### config.mk
export PLATFORM = sky130hd
export DESIGN_NAME = box_grade_classifier
export DESIGN_NICKNAME = d
export VERILOG_FILES = /design/src/rtl/box_grade_pkg.sv /design/src/rtl/zero_counter.sv /design/src/rtl/grade_mapper.sv /design/src/rtl/product_grader.sv /design/src/rtl/grade_tally.sv /design/src/rtl/grade_select.sv /design/src/rtl/box_grade_classifier.sv
export SDC_FILE = /design/constraint.sdc
export NUM_CORES = 1
export LEC_CHECK = 0
export CORE_MARGIN = 3
export CORE_UTILIZATION = 30
export DETAILED_ROUTE_END_ITERATION = 6
export SYNTH_ARGS = -nofsm -noshare
export SYNTH_HDL_FRONTEND = slang
export SYNTH_SLANG_ARGS = --single-unit
### constraint.sdc
create_clock -name vclk -period 14
set_input_delay 1.4 -clock vclk [all_inputs]
set_output_delay 1.4 -clock vclk [all_outputs]
set_load 0.01 [all_outputs]
### src/rtl/box_grade_pkg.sv
package box_grade_pkg;
  typedef enum logic [1:0] {
    GRADE_A = 2'd0,
    GRADE_B = 2'd1,
    GRADE_C = 2'd2,
    GRADE_D = 2'd3
  } grade_e;

  localparam int NUM_GRADES = 4;
  localparam int GRADE_W    = 2;
endpackage

### src/rtl/zero_counter.sv
module zero_counter #(
  parameter int CODE_W = 8,
  localparam int ZCNT_W = $clog2(CODE_W + 1)
) (
  input  logic [CODE_W-1:0] code_i,
  output logic [ZCNT_W-1:0] zeros_o
);
  always_comb begin
    zeros_o = '0;
    for (int i = 0; i < CODE_W; i++) begin
      zeros_o = zeros_o + ZCNT_W'(~code_i[i]);
    end
  end
endmodule

### src/rtl/grade_mapper.sv
module grade_mapper
  import box_grade_pkg::*;
#(
  parameter int CODE_W      = 8,
  parameter int A_MIN_ZEROS = 7,
  parameter int B_MIN_ZEROS = 5,
  parameter int C_MIN_ZEROS = 3,
  localparam int ZCNT_W = $clog2(CODE_W + 1)
) (
  input  logic [ZCNT_W-1:0] zeros_i,
  output grade_e            grade_o
);
  localparam logic [ZCNT_W-1:0] A_TH = ZCNT_W'(A_MIN_ZEROS);
  localparam logic [ZCNT_W-1:0] B_TH = ZCNT_W'(B_MIN_ZEROS);
  localparam logic [ZCNT_W-1:0] C_TH = ZCNT_W'(C_MIN_ZEROS);

  always_comb begin
    if (zeros_i >= A_TH)      grade_o = GRADE_A;
    else if (zeros_i >= B_TH) grade_o = GRADE_B;
    else if (zeros_i >= C_TH) grade_o = GRADE_C;
    else                      grade_o = GRADE_D;
  end
endmodule

### src/rtl/product_grader.sv
module product_grader
  import box_grade_pkg::*;
#(
  parameter int CODE_W      = 8,
  parameter int A_MIN_ZEROS = 7,
  parameter int B_MIN_ZEROS = 5,
  parameter int C_MIN_ZEROS = 3
) (
  input  logic [CODE_W-1:0]  code_i,
  output logic [GRADE_W-1:0] grade_o
);
  localparam int ZCNT_W = $clog2(CODE_W + 1);

  logic [ZCNT_W-1:0] zeros;
  grade_e            grade;

  zero_counter #(.CODE_W(CODE_W)) u_zcnt (
    .code_i (code_i),
    .zeros_o(zeros)
  );

  grade_mapper #(
    .CODE_W     (CODE_W),
    .A_MIN_ZEROS(A_MIN_ZEROS),
    .B_MIN_ZEROS(B_MIN_ZEROS),
    .C_MIN_ZEROS(C_MIN_ZEROS)
  ) u_map (
    .zeros_i(zeros),
    .grade_o(grade)
  );

  assign grade_o = grade;

  // zero count from the counter checked against the mapper's grade
  always_comb begin
    if (int'(zeros) >= A_MIN_ZEROS)
      AST_GRADE_A_BAND: assert (grade == GRADE_A) else $error("grade A band");
    if (int'(zeros) >= B_MIN_ZEROS && int'(zeros) < A_MIN_ZEROS)
      AST_GRADE_B_BAND: assert (grade == GRADE_B) else $error("grade B band");
    if (int'(zeros) >= C_MIN_ZEROS && int'(zeros) < B_MIN_ZEROS)
      AST_GRADE_C_BAND: assert (grade == GRADE_C) else $error("grade C band");
    if (int'(zeros) < C_MIN_ZEROS)
      AST_GRADE_D_BAND: assert (grade == GRADE_D) else $error("grade D band");
  end
endmodule

### src/rtl/grade_tally.sv
module grade_tally
  import box_grade_pkg::*;
#(
  parameter int NUM_PRODUCTS = 5,
  localparam int TALLY_W = $clog2(NUM_PRODUCTS + 1)
) (
  input  logic [NUM_PRODUCTS-1:0][GRADE_W-1:0] grades_i,
  output logic [NUM_GRADES-1:0][TALLY_W-1:0]   tallies_o
);
  always_comb begin
    for (int g = 0; g < NUM_GRADES; g++) begin
      tallies_o[g] = '0;
      for (int p = 0; p < NUM_PRODUCTS; p++) begin
        if (grades_i[p] == GRADE_W'(g)) tallies_o[g] = tallies_o[g] + TALLY_W'(1);
      end
    end
  end

  // every product lands in exactly one grade
  always_comb begin
    int total;
    total = 0;
    for (int g = 0; g < NUM_GRADES; g++) total = total + int'(tallies_o[g]);
    AST_TALLY_TOTAL: assert (total == NUM_PRODUCTS) else $error("tally total");
  end
endmodule

### src/rtl/grade_select.sv
module grade_select
  import box_grade_pkg::*;
#(
  parameter int NUM_PRODUCTS = 5,
  localparam int TALLY_W = $clog2(NUM_PRODUCTS + 1)
) (
  input  logic [NUM_GRADES-1:0][TALLY_W-1:0] tallies_i,
  output logic [GRADE_W-1:0]                 sel_o
);
  // scan from the best grade; only a strictly larger tally displaces the leader
  always_comb begin
    sel_o = '0;
    for (int g = 1; g < NUM_GRADES; g++) begin
      if (tallies_i[g] > tallies_i[sel_o]) sel_o = GRADE_W'(g);
    end
  end

  always_comb begin
    for (int g = 0; g < NUM_GRADES; g++) begin
      AST_SEL_IS_MAX: assert (tallies_i[g] <= tallies_i[sel_o]) else $error("not max");
      if (GRADE_W'(g) < sel_o)
        AST_TIE_TO_BETTER: assert (tallies_i[g] < tallies_i[sel_o]) else $error("tie lost");
    end
  end
endmodule

### src/rtl/box_grade_classifier.sv
module box_grade_classifier
  import box_grade_pkg::*;
#(
  parameter int NUM_PRODUCTS = 5,
  parameter int CODE_W       = 8,
  parameter int A_MIN_ZEROS  = 7,
  parameter int B_MIN_ZEROS  = 5,
  parameter int C_MIN_ZEROS  = 3
) (
  input  logic [NUM_PRODUCTS*CODE_W-1:0] prod_codes_i,
  output logic [1:0]                     box_grade_o
);
  localparam int TALLY_W = $clog2(NUM_PRODUCTS + 1);

  logic [NUM_PRODUCTS-1:0][GRADE_W-1:0] grades;
  logic [NUM_GRADES-1:0][TALLY_W-1:0]   tallies;

  for (genvar p = 0; p < NUM_PRODUCTS; p++) begin : g_prod
    product_grader #(
      .CODE_W     (CODE_W),
      .A_MIN_ZEROS(A_MIN_ZEROS),
      .B_MIN_ZEROS(B_MIN_ZEROS),
      .C_MIN_ZEROS(C_MIN_ZEROS)
    ) u_grader (
      .code_i (prod_codes_i[p*CODE_W +: CODE_W]),
      .grade_o(grades[p])
    );
  end

  grade_tally #(.NUM_PRODUCTS(NUM_PRODUCTS)) u_tally (
    .grades_i (grades),
    .tallies_o(tallies)
  );

  grade_select #(.NUM_PRODUCTS(NUM_PRODUCTS)) u_select (
    .tallies_i(tallies),
    .sel_o    (box_grade_o)
  );
endmodule

; After elaboration in Yosys (flattened, before gate mapping)
; Index checks and enable logic that the tools add are counted.
[word_totals]
n_memories = 0
elab_cells = 173
inputBits = 40
register_bits = 0
latchBits = 0
out_inout_bits = 2
rom_bits = 0
ramBits = 0
[op_classes]
n_eq_ne = 15
n_lt_le_gt_ge = 20
div = 0
mul = 0
bitwise = 40
shifts = 0
n_addsub = 51
reduce_logical = 5
mux = 42
[ops]
columns = operator, n
row1 = inverter 1 -> 4 bit, 40
row2 = adder 4 bit, 35
row3 = 2-to-1 mux 3 bit, 18
row4 = ">= comparator 4 x 3 -> 1 bit, second input constant", 10
row5 = "adder 3 x 1 -> 3 bit, second input constant", 12
row6 = 2-to-1 mux 2 bit, 12
row7 = "== test 2 bit, second input constant", 10
row8 = ">= comparator 4 x 2 -> 1 bit, second input constant", 5
row9 = binary-select mux 3 bit (select 2 bit), 2
row10 = "== test 2 x 1 -> 1 bit, second input constant", 5
row11 = logical NOT 2 bit, 5
row12 = 2-to-1 mux 1 bit, 10
row13 = > comparator 3 bit, 3
row14 = "adder 1 x 1 -> 2 bit, second input constant", 4
row15 = "< comparator 1 x 3 -> 1 bit, second input constant", 1
row16 = "< comparator 2 x 3 -> 1 bit, second input constant", 1

; Longest topological paths before layout
; Gate-level depths: netlist of the first run.
[depth]
ltp_word = 32
depth_mapped = 38
ltp_nobuf = 38

; By module
; A second synthesis of the first run with hierarchy kept.
[unflattened]
cells_unflattened = 265
hier_area_um2 = 2144.6
[modules_own_cells]
columns = module, seq_area_each_um2, area_per_inst_um2, instances, cells_per_inst
row1 = zero_counter, 0.0, 178.9, 5, 21
row2 = grade_tally, 0.0, 749.5, 1, 101
row3 = grade_select, 0.0, 319.1, 1, 39
row4 = grade_mapper, 0.0, 36.3, 5, 4

; Worst setup path before layout of the first run
; No wires, ideal clock.
[synth_timing]
path_type = input to output
start = in prod_codes_i[8]
end = out box_grade_o[0]
cell_stages = 35
arrival_ns = 8.664
path_slack_ns = 3.936
required_ns = 12.600
path_buffers = 0
cell_sequence = fa_1 inv_1 fa_1 fa_1 ha_1 inv_1 fa_1 nor2b_1 or4_1 inv_1 ha_1 xnor2_1 inv_1 ha_1 nand2_1 nand2_1 ha_1 nor2b_1 a21oi_1 ha_1 nor2b_1 o21ai_0 a32oi_1 mux2_2 inv_1 ha_1 a21o_1 a21oi_1 a31oi_2 mux2i_1 ha_1 nor2b_1 o21a_1 o21ai_0 nand2b_1
[synth_via]
elab_chain_cells = 30
word_cells_on_any_way = 56
classes_between = add/sub (19) / order compare (6) / eq/ne (3) / mux (26) / bitwise (1) / reduce/logical (1)
[synth_lines]
columns = item, line_no
row1 = start: declaration, box_grade_classifier.sv:10  ; input logic [NUM_PRODUCTS*CODE_W-1:0] prod_codes_i,
row2 = inverter 1 -> 4 bit *, zero_counter.sv:11  ; zeros_o = zeros_o + ZCNT_W'(~code_i[i]);
row3 = adder 4 bit * (7 in series), zero_counter.sv:11
row4 = >= comparator 4 x 2 -> 1 bit, grade_mapper.sv:20  ; else if (zeros_i >= C_TH) grade_o = GRADE_C;
row5 = 2-to-1 mux 1 bit, grade_mapper.sv:20
row6 = 2-to-1 mux 2 bit, grade_mapper.sv:19  ; else if (zeros_i >= B_TH) grade_o = GRADE_B;
row7 = 2-to-1 mux 2 bit *, grade_mapper.sv:18  ; if (zeros_i >= A_TH) grade_o = GRADE_A;
row8 = == test 2 x 1 -> 1 bit / logical NOT 2 bit (equally long branches), grade_tally.sv:14  ; if (grades_i[p] == GRADE_W'(g)) tallies_o[g] = tallies_o[g] + TALLY_W'(1);
row9 = 2-to-1 mux 3 bit, grade_tally.sv:14
row10 = [8 not listed], -
row11 = binary-select mux 3 bit (select 2 bit), grade_select.sv:14  ; if (tallies_i[g] > tallies_i[sel_o]) sel_o = GRADE_W'(g);
row12 = 2-to-1 mux 3 bit (implied by the code), grade_select.sv:14
row13 = > comparator 3 bit, grade_select.sv:14
row14 = 2-to-1 mux 2 bit, grade_select.sv:14
row15 = binary-select mux 3 bit (select 2 bit), grade_select.sv:14
row16 = 2-to-1 mux 3 bit (implied by the code), grade_select.sv:14
row17 = > comparator 3 bit, grade_select.sv:14
row18 = 2-to-1 mux 2 bit *, grade_select.sv:14
row19 = end: declaration, box_grade_classifier.sv:11  ; output logic [1:0] box_grade_o
; Mark *: on every way between the ends. The rest lies on a longest branch, timed or not. The select of a mux whose other input is x is not followed.

; Worst setup path in the final report of the first run
[layout_timing]
start = in prod_codes_i[8]
end = out box_grade_o[1]
; The elaborated chain is that of the path after synthesis.

==> results of run 1 <==
-- cells in the final DEF (no fill, tap or decap), types with 2 or more instances in the layout --
cell type,netlist,final
inv_1,61,61
clkdlybuf4s50_1,0,42
ha_1,40,40
nand2_1,21,21
fa_1,20,20
xnor2_1,14,14
nor2b_1,11,11
xor2_1,9,9
nor2_1,8,8
a21oi_1,8,8
and2_1,7,7
a21o_1,6,6
o21ai_0,6,6
nand3_1,6,6
nand2b_1,4,4
nor3_1,4,4
mux2_2,4,4
mux2i_1,3,3
a211oi_1,3,3
xnor3_1,3,3
nor2_2,2,2
xnor2_2,2,2
or3_1,2,2
nand3b_1,2,2
o21a_1,2,2
-- per-layer routing --
metal / vias up / share of wire / wire length (um)
met2: 32 / 0.52 / 2113
met3: 2 / 0.051 / 207
met1: 853 / 0.43 / 1756
met5: - / 0 / 0
li1: 962 / - / -
met4: 0 / 0.0046 / 19
-- final cells by class --
| class | instances | area [um2] |
|---|---|---|
| fillers | 713 | 4205 |
| inverters | 61 | 229.0 |
| multi-input cells | 208 | 1969 |
| well taps | 96 | 120.1 |
| repair buffers | 42 | 420.4 |
-- critical path: cells and delay by family --
family	cells	cell delay [ps]
buf+inv	7	1230
compound gates	6	1350
fa+ha+maj	11	3550
mux	2	670
simple gates	7	1090
xor+xnor	3	810
-- through the flow --
step / hold slack (ps) / utilization
4_1_cts: 4739 / 0.3944
3_5_place_dp: 4730 / 0.3944
3_3_place_gp: 4698 / 0.3944
2_1_floorplan: 3716 / -
6_report: 4698 / 0.3944
5_1_grt: 4914 / 0.3944
-- logic make-up (layout without fill, tap and decap cells) --
family,count (synthesis),count (layout),synth area share
simple gates,71,71,0.1656
compound gates,40,40,0.1309
mux,7,7,0.03415
xor+xnor,30,30,0.1554
fa+ha+maj,60,60,0.4098
buf+inv,61,103,0.1042
-- final timing paths --
| check | start | end | cells after the start |
|---|---|---|---|
| worst max-delay path | prod_codes_i[8] | box_grade_o[1] | 36 |
| worst min-delay path | prod_codes_i[38] | box_grade_o[0] | 12 |
==> impl_results.md, run 1 <==
* PortBufs at 42
* Ratio of final minimum period to clock period at 0.8221
* Post-CTS Setup Inserts at 0
* Max-slew headroom at 0.5720
* Critical Path End Type: output port
* Final setup fails at 0
* Die width at 91.60 um
* Place WS at between 2000 and 2500 ps
* Post-CTS sizing at 0
* GRT overflow at 0
* Total number of vias at 1,849
* Synth top cells by count: inv_1, ha_1, nand2_1, fa_1, xnor2_1
* Gr busiest metal: met2
* Most common cell in the netlist: inv_1
* Synth area leader: ha_1
* Yosys warns at 0
* Initial antenna violation count at 0
* Seq cells at 0
* Critical Path Source Type: input pin
* Sequential share of the synthesized area at 0
* Core area at around 6900 um2
* Met3 Use GR at 0.007457
* Vias in the first global route at 1,843
* Clock buffers at 0
* Post-Place Cells at 407
* Final instance area at 2739 um2
* Via density at roughly 4.5
* Fmax at about 87 MHz
* Wirelength per Cell at 10.06 um
* Register Area at 0 um2
* Min setup slack post-route at approximately 2500 ps
* Worst-Margin Slew at 638.2 ps
* Post-Synthesis Net Count at approximately 370
* GP Congestion at 0.7475
* Starting density of the core at 0.3166
* Total routed wirelength at approximately 4.1 mm
* Minimum clock period at 11,510 ps
* Placed cell areas at 2739 um2
* # IOs at 42
* Worst EP arrival at 10,110 ps
* Area contributors post-synth: ha_1, fa_1, inv_1
* DIE AREA at 8391 um2
* Hold Crit Class: in2out
* Layout cells sized above 1 at 0.04823
* Syn_area_per_cell at 8.172 um2
* DPL Wire Length at 3.887 mm
* Met1 Use GR at 0.1270
* Hold Vio Cnt, Final at 0
* WS Path Type: in2out
* Crit-path max FO at 8
* Outcome: completed
* Maxcap violations at 0
* Non-filler instance count after layout at approximately 410
* Synthesized area at between 2000 and 2500 um2
* Met2 Track Usage GR at 0.1996
* RSZ-0062 raised after global routing: false
* Final slew viol count at 0
* Count of cell types in the netlist at 45
* TNS Setup at 0 ps
* Cell mode on critical path: ha_1
* Antenna cells at 0
* Max stage delay on crit path at 530 ps
* Drt pass-1 iters at 4
* Antenna Violating Nets Remaining at 0
* CTS Hold Buffers Added at 0
* Total GRT Usage at 0.1023
* Num rows at 30
* Largest net degree at the start of global routing at 9
* Mapped Cells at about 270
* Nets at 413
* Syn-to-layout area delta at 24.59%
* First-pass GRT wire length at 7.534 mm
* Worst path required time at ~13,000 ps
* Share of the synthesized area in the top cell type at 0.2277
* CP max-delay cell: fa_1
* Drt initial violations at 52
* # DRC at 0
* Vert. Die Dim at slightly above 90 um
Power of run 1 is not shown: default switching activity piles up to over one toggle a cycle in this logic, so the estimate is an artifact.
==> run 2, diff against run 1 <==
==> constraint.sdc (replaced) <==
create_clock -name vclk -period 11.69
set_input_delay 1.169 -clock vclk [all_inputs]
set_output_delay 1.169 -clock vclk [all_outputs]
set_load 0.01 [all_outputs]
==> run 2 against run 1 <==
Effect of this change: setup slack got worse by 1800 ps; routed wire length increased by 1.9%; global-route usage up 0.40 points; critical endpoint unchanged; final area grew 0.27%; clock-buffer cell count is the same; flip-flop and latch count unchanged; sequential share of layout area did not move.
==> impl_results.md, run 2 (synthesis results as in run 1) <==
* GRT overflow at 0 (unchanged)
* Max stage delay on crit path at 540 ps (about the same)
* Seq cells at 0 (unchanged)
* Place WS at 583.9 ps (-1857 ps)
* Total routed wirelength at 4.172 mm (+1.9%)
* Drt pass-1 iters at 4 (unchanged)
* Final slew viol count at 0 (unchanged)
* Outcome: completed
* Final setup fails at 0 (unchanged)
* DIE AREA at 8391 um2 (unchanged)
* Total number of vias at 1,868 (+1.0%)
* DPL Wire Length at 3.884 mm (about the same)
* Max-slew headroom at 0.5519 (-0.02012)
* Layout cells sized above 1 at 0.05145 (+0.003215)
* Min-Delay Startpoint: prod_codes_i[38]
* Nets at 413 (unchanged)
* Vias in the first global route at 1,912 (+3.7%)
* # IOs at 42 (unchanged)
* Hold Crit Class: in2out
* Min setup slack post-route at 689.5 ps (-1801 ps)
* Antenna cells at 0 (unchanged)
* Min-Delay Endpoint: box_grade_o[0]
* Antenna Violating Nets Remaining at 0 (unchanged)
* Register Area at 0 um2 (unchanged)
* Non-filler instance count after layout at 407 (unchanged)
* Hold Path Depth at 12 (unchanged)
* Fmax at 90.91 MHz
* Largest net degree at the start of global routing at 9 (unchanged)
* Crit-path max FO at 8 (unchanged)
* WS Path Type: in2out
* Vert. Die Dim at 91.60 um (unchanged)
* Commonest cells after routing, fill and taps aside: inv_1, clkdlybuf4s50_1, ha_1
* PortBufs at 42 (unchanged)
* Minimum clock period at 11,000 ps
* Total GRT Usage at 0.1063 (+0.004030)
* Most common cell after layout, fill and taps aside: inv_1
* Clock buffers at 0 (unchanged)
* CTS Hold Buffers Added at 0 (unchanged)
* TNS Setup at 0 ps (unchanged)
* Worst-Margin Slew at 668.2 ps (+29.99 ps)
* Die width at 91.60 um (unchanged)
* Worst EP arrival at 9830 ps (-280 ps)
* RSZ-0062 raised after global routing: false
* GP Congestion at 0.7479 (about the same)
* Ratio of final minimum period to clock period at 0.9410
* Core area at 6944 um2 (unchanged)
* Drt initial violations at 79 (+52%)
* Critical Path Source Type: input pin
* Via density at 4.590 (+1.0%)
* Cell mode on critical path: ha_1
* Maxcap violations at 0 (unchanged)
* Post-Place Cells at 407 (unchanged)
* CP max-delay cell: fa_1
* # DRC at 0 (unchanged)
* Starting density of the core at 0.3166 (unchanged)
* Syn-to-layout area delta at 24.93%
* Critical Path End Type: output port
* Hold Vio Cnt, Final at 0 (unchanged)
* Wirelength per Cell at 10.25 um (+1.9%)
* First-pass GRT wire length at 7.803 mm (+3.6%)
* Num rows at 30 (unchanged)
* Worst path required time at 10,520 ps (-2080 ps)
* Initial antenna violation count at 0 (unchanged)
==> run 2: changes by cell type in the layout (fill, tap and decap cells not counted) <==
| cell | before | now |
|---|---|---|
| a32oi_1 | 1 | 0 |
| a32oi_2 | 0 | 1 |
==> run 2: layout make-up <==
| class | instances | area, um2 |
|---|---|---|
| Fill cell | 702 | 4198 |
| Multi-Input combinational cell | 208 | 1977 |
| Timing Repair Buffer | 42 | 420.4 |
| Inverter | 61 | 229.0 |
| Tap cell | 96 | 120.1 |
==> run 2: what timing repair did <==
item	in CTS	in global routing
resized for setup	0	1
setup endpoints to repair	0	2
buffers inserted	0	0
==> run 2: worst max path at each step <==
stage | start | endpoint | slack, ps | cells past startpoint
6_report | prod_codes_i[8] | box_grade_o[1] | 690 | 37
5_1_grt | prod_codes_i[8] | box_grade_o[1] | 70 | 37
4_1_cts | prod_codes_i[8] | box_grade_o[1] | 560 | 36
3_5_place_dp | prod_codes_i[8] | box_grade_o[1] | 580 | 36
3_3_place_gp | prod_codes_i[8] | box_grade_o[0] | 800 | 36
2_1_floorplan | prod_codes_i[8] | box_grade_o[0] | 2090 | 35
==> run 2: per-stage QoR <==
stage / instance area [um2] / utilization / hold WS [ps]
final: 2746 / 0.3955 / 4263
after global placement: 2739 / 0.3944 / 4236
after floorplan: 2198 / - / 3254
after detailed placement: 2739 / 0.3944 / 4259
after global routing: 2746 / 0.3955 / 4472
after CTS: 2739 / 0.3944 / 4276
==> run 2: per-layer routing <==
metal / vias up / GRT usage / wire length, um
li1: 962 / - / -
met1: 875 / 0.1307 / 1839
met2: 27 / 0.2057 / 2147
met3: 4 / 0.007457 / 149
met4: 0 / 0.01131 / 36
met5: - / 0 / 0
==> run 2: worst max-delay path, delay by kind of cell <==
family,cells,cell delay [ps]
mux,2,660
simple gates,8,1280
xor+xnor,1,330
compound gates,8,1420
fa+ha+maj,11,3730
buf+inv,7,1230
Power of run 2 is left out for the same reason.
==> run 3, diff against run 2 <==
--- a/config.mk
+++ b/config.mk
@@ -5,7 +5,6 @@
 export SDC_FILE = /design/constraint.sdc
 export NUM_CORES = 1
 export LEC_CHECK = 0
-export CORE_MARGIN = 3
 export CORE_UTILIZATION = 30
 export DETAILED_ROUTE_END_ITERATION = 6
 export SYNTH_ARGS = -nofsm -noshare
==> run 3 against run 2 <==
Effect of this change: global-route usage up 1.2 points; critical path depth stayed put; die area is 8.5% lower; clock-buffer cell count unchanged; first-iteration DRC count shrank 42%; sequential share of layout area unchanged; non-clock buffer count unchanged; critical endpoint unchanged; highest routed layer unchanged.
==> impl_results.md, run 3 (synthesis results as in run 1) <==
* Outcome: completed
* Drt initial violations at 46 (-42%)
* Min-Delay Startpoint: prod_codes_i[38]
* CTS Hold Buffers Added at 0 (unchanged)
* Most common cell after layout, fill and taps aside: inv_1
* Worst EP arrival at 9900 ps (+70 ps)
* Commonest cells after routing, fill and taps aside: inv_1, clkdlybuf4s50_1, ha_1
* Total routed wirelength at 4.131 mm (-0.98%)
* Place WS at 560.9 ps (-22.94 ps)
* Core area at 6944 um2 (unchanged)
* PortBufs at 42 (unchanged)
* Filler cell count at 718 (+2.3%)
* Crit-path leading delay family: adder cells
* Nets at 413 (unchanged)
* Cell mode on critical path: ha_1
* Worst path required time at 10,520 ps (about the same)
* Min setup slack post-route at 624.6 ps (-64.90 ps)
* Critical Path End Type: output port
* Total number of vias at 1,858 (-0.54%)
* Min-Delay Endpoint: box_grade_o[0]
* Maxcap violations at 0 (unchanged)
* Fmax at 90.37 MHz (-0.59%)
* TNS Setup at 0 ps (unchanged)
* Total GRT Usage at 0.1181 (+0.01175)
* RSZ-0062 raised after global routing: false
* Hold Vio Cnt, Final at 0 (unchanged)
* Seq cells at 0 (unchanged)
* DPL Wire Length at 3.784 mm (-2.6%)
* DIE AREA at 7674 um2 (-8.5%)
* Antenna cells at 0 (unchanged)
* Critical Path Source Type: input pin
* Die width at 87.60 um (-4.4%)
* Wirelength per Cell at 10.15 um (-0.98%)
* Minimum clock period at 11,070 ps (+64.90 ps)
* Syn-to-layout area delta at 24.93% (unchanged)
* Area of the multi-input gates at 1977 um2 (unchanged)
* Antenna Violating Nets Remaining at 0 (unchanged)
* CP max-delay cell: fa_1
* Crit-path max FO at 8 (unchanged)
* Initial antenna violation count at 0 (unchanged)
* Ratio of final minimum period to clock period at 0.9466 (+0.005551)
* Max stage delay on crit path at 540 ps (about the same)
* Clock buffers at 0 (unchanged)
* Final slew viol count at 0 (unchanged)
* Worst path buffer plus inverter count at 7 (unchanged)
* Vert. Die Dim at 87.60 um (-4.4%)
* Layout cells sized above 1 at 0.05145 (unchanged)
* WHS at 4272 ps (+8.730 ps)
* Hold Crit Class: in2out
* # DRC at 0 (unchanged)
* First-pass GRT wire length at 7.596 mm (-2.7%)
* Hold Path Depth at 12 (unchanged)
* Largest net degree at the start of global routing at 9 (unchanged)
* Via density at 4.565 (-0.54%)
* Drt pass-1 iters at 4 (unchanged)
* Max-slew headroom at 0.5388 (-0.01308)
* # IOs at 42 (unchanged)
* GP Congestion at 0.7480 (about the same)
* Final setup fails at 0 (unchanged)
* WS Path Type: in2out
* Vias in the first global route at 1,939 (+1.4%)
* Starting density of the core at 0.3166 (unchanged)
* Register Area at 0 um2 (unchanged)
* Num rows at 30 (unchanged)
* GRT overflow at 0 (unchanged)
* Worst-Margin Slew at 687.7 ps (+19.50 ps)
-- run 3: worst max-delay path by stage --
stage                     from             end  slack (ps)  depth (start not counted)
6_report       prod_codes_i[8]  box_grade_o[1]         620                         37
5_1_grt        prod_codes_i[8]  box_grade_o[0]          30                         37
4_1_cts        prod_codes_i[8]  box_grade_o[1]         540                         36
3_5_place_dp   prod_codes_i[8]  box_grade_o[1]         560                         36
3_3_place_gp   prod_codes_i[8]  box_grade_o[0]         780                         37
2_1_floorplan  prod_codes_i[8]  box_grade_o[0]        2090                         35
-- run 3: area by class of cell --
type	instances	area share
Multi-Input combinational cell	208	0.7198
Timing Repair Buffer	42	0.1531
Inverter	61	0.08337
Tap cell	96	0.04374
-- run 3: worst min-delay path, cell delays in order --
cell and delay [ps]:
clkdlybuf4s50_1 400, inv_1 60, ha_1 190, nand2_1 90, nand2_1 70, nor2_1 90
xnor2_1 180, ha_1 130, nand3_1 60, o21ai_0 110, nand2b_1 70, clkdlybuf4s50_1 470
-- run 3: repair_timing --
item,4_1_cts,5_1_grt
setup buffers,0,0
setup endpoints to repair,0,2
resized for setup,0,1
-- run 3: layer usage --
layer | GRT usage | vias to the layer above | part of all wire | wire length, um
li1 | - | 969 | - | -
met1 | 0.1429 | 870 | 0.46 | 1887
met2 | 0.2408 | 17 | 0.52 | 2140
met3 | 0.001885 | 2 | 0.020 | 84
met4 | 0.007452 | 0 | 0.0048 | 20
met5 | 0 | - | 0 | 0
-- run 3: per-stage QoR --
| step | area, um2 | util | std cells |
|---|---|---|---|
| floorplan | 2198 | - | 269 |
| global placement | 2739 | 0.3944 | 407 |
| detailed placement | 2739 | 0.3944 | 407 |
| CTS | 2739 | 0.3944 | 407 |
| global route | 2746 | 0.3955 | 407 |
| finish | 2746 | 0.3955 | 407 |
Power of run 3 is left out for the same reason.
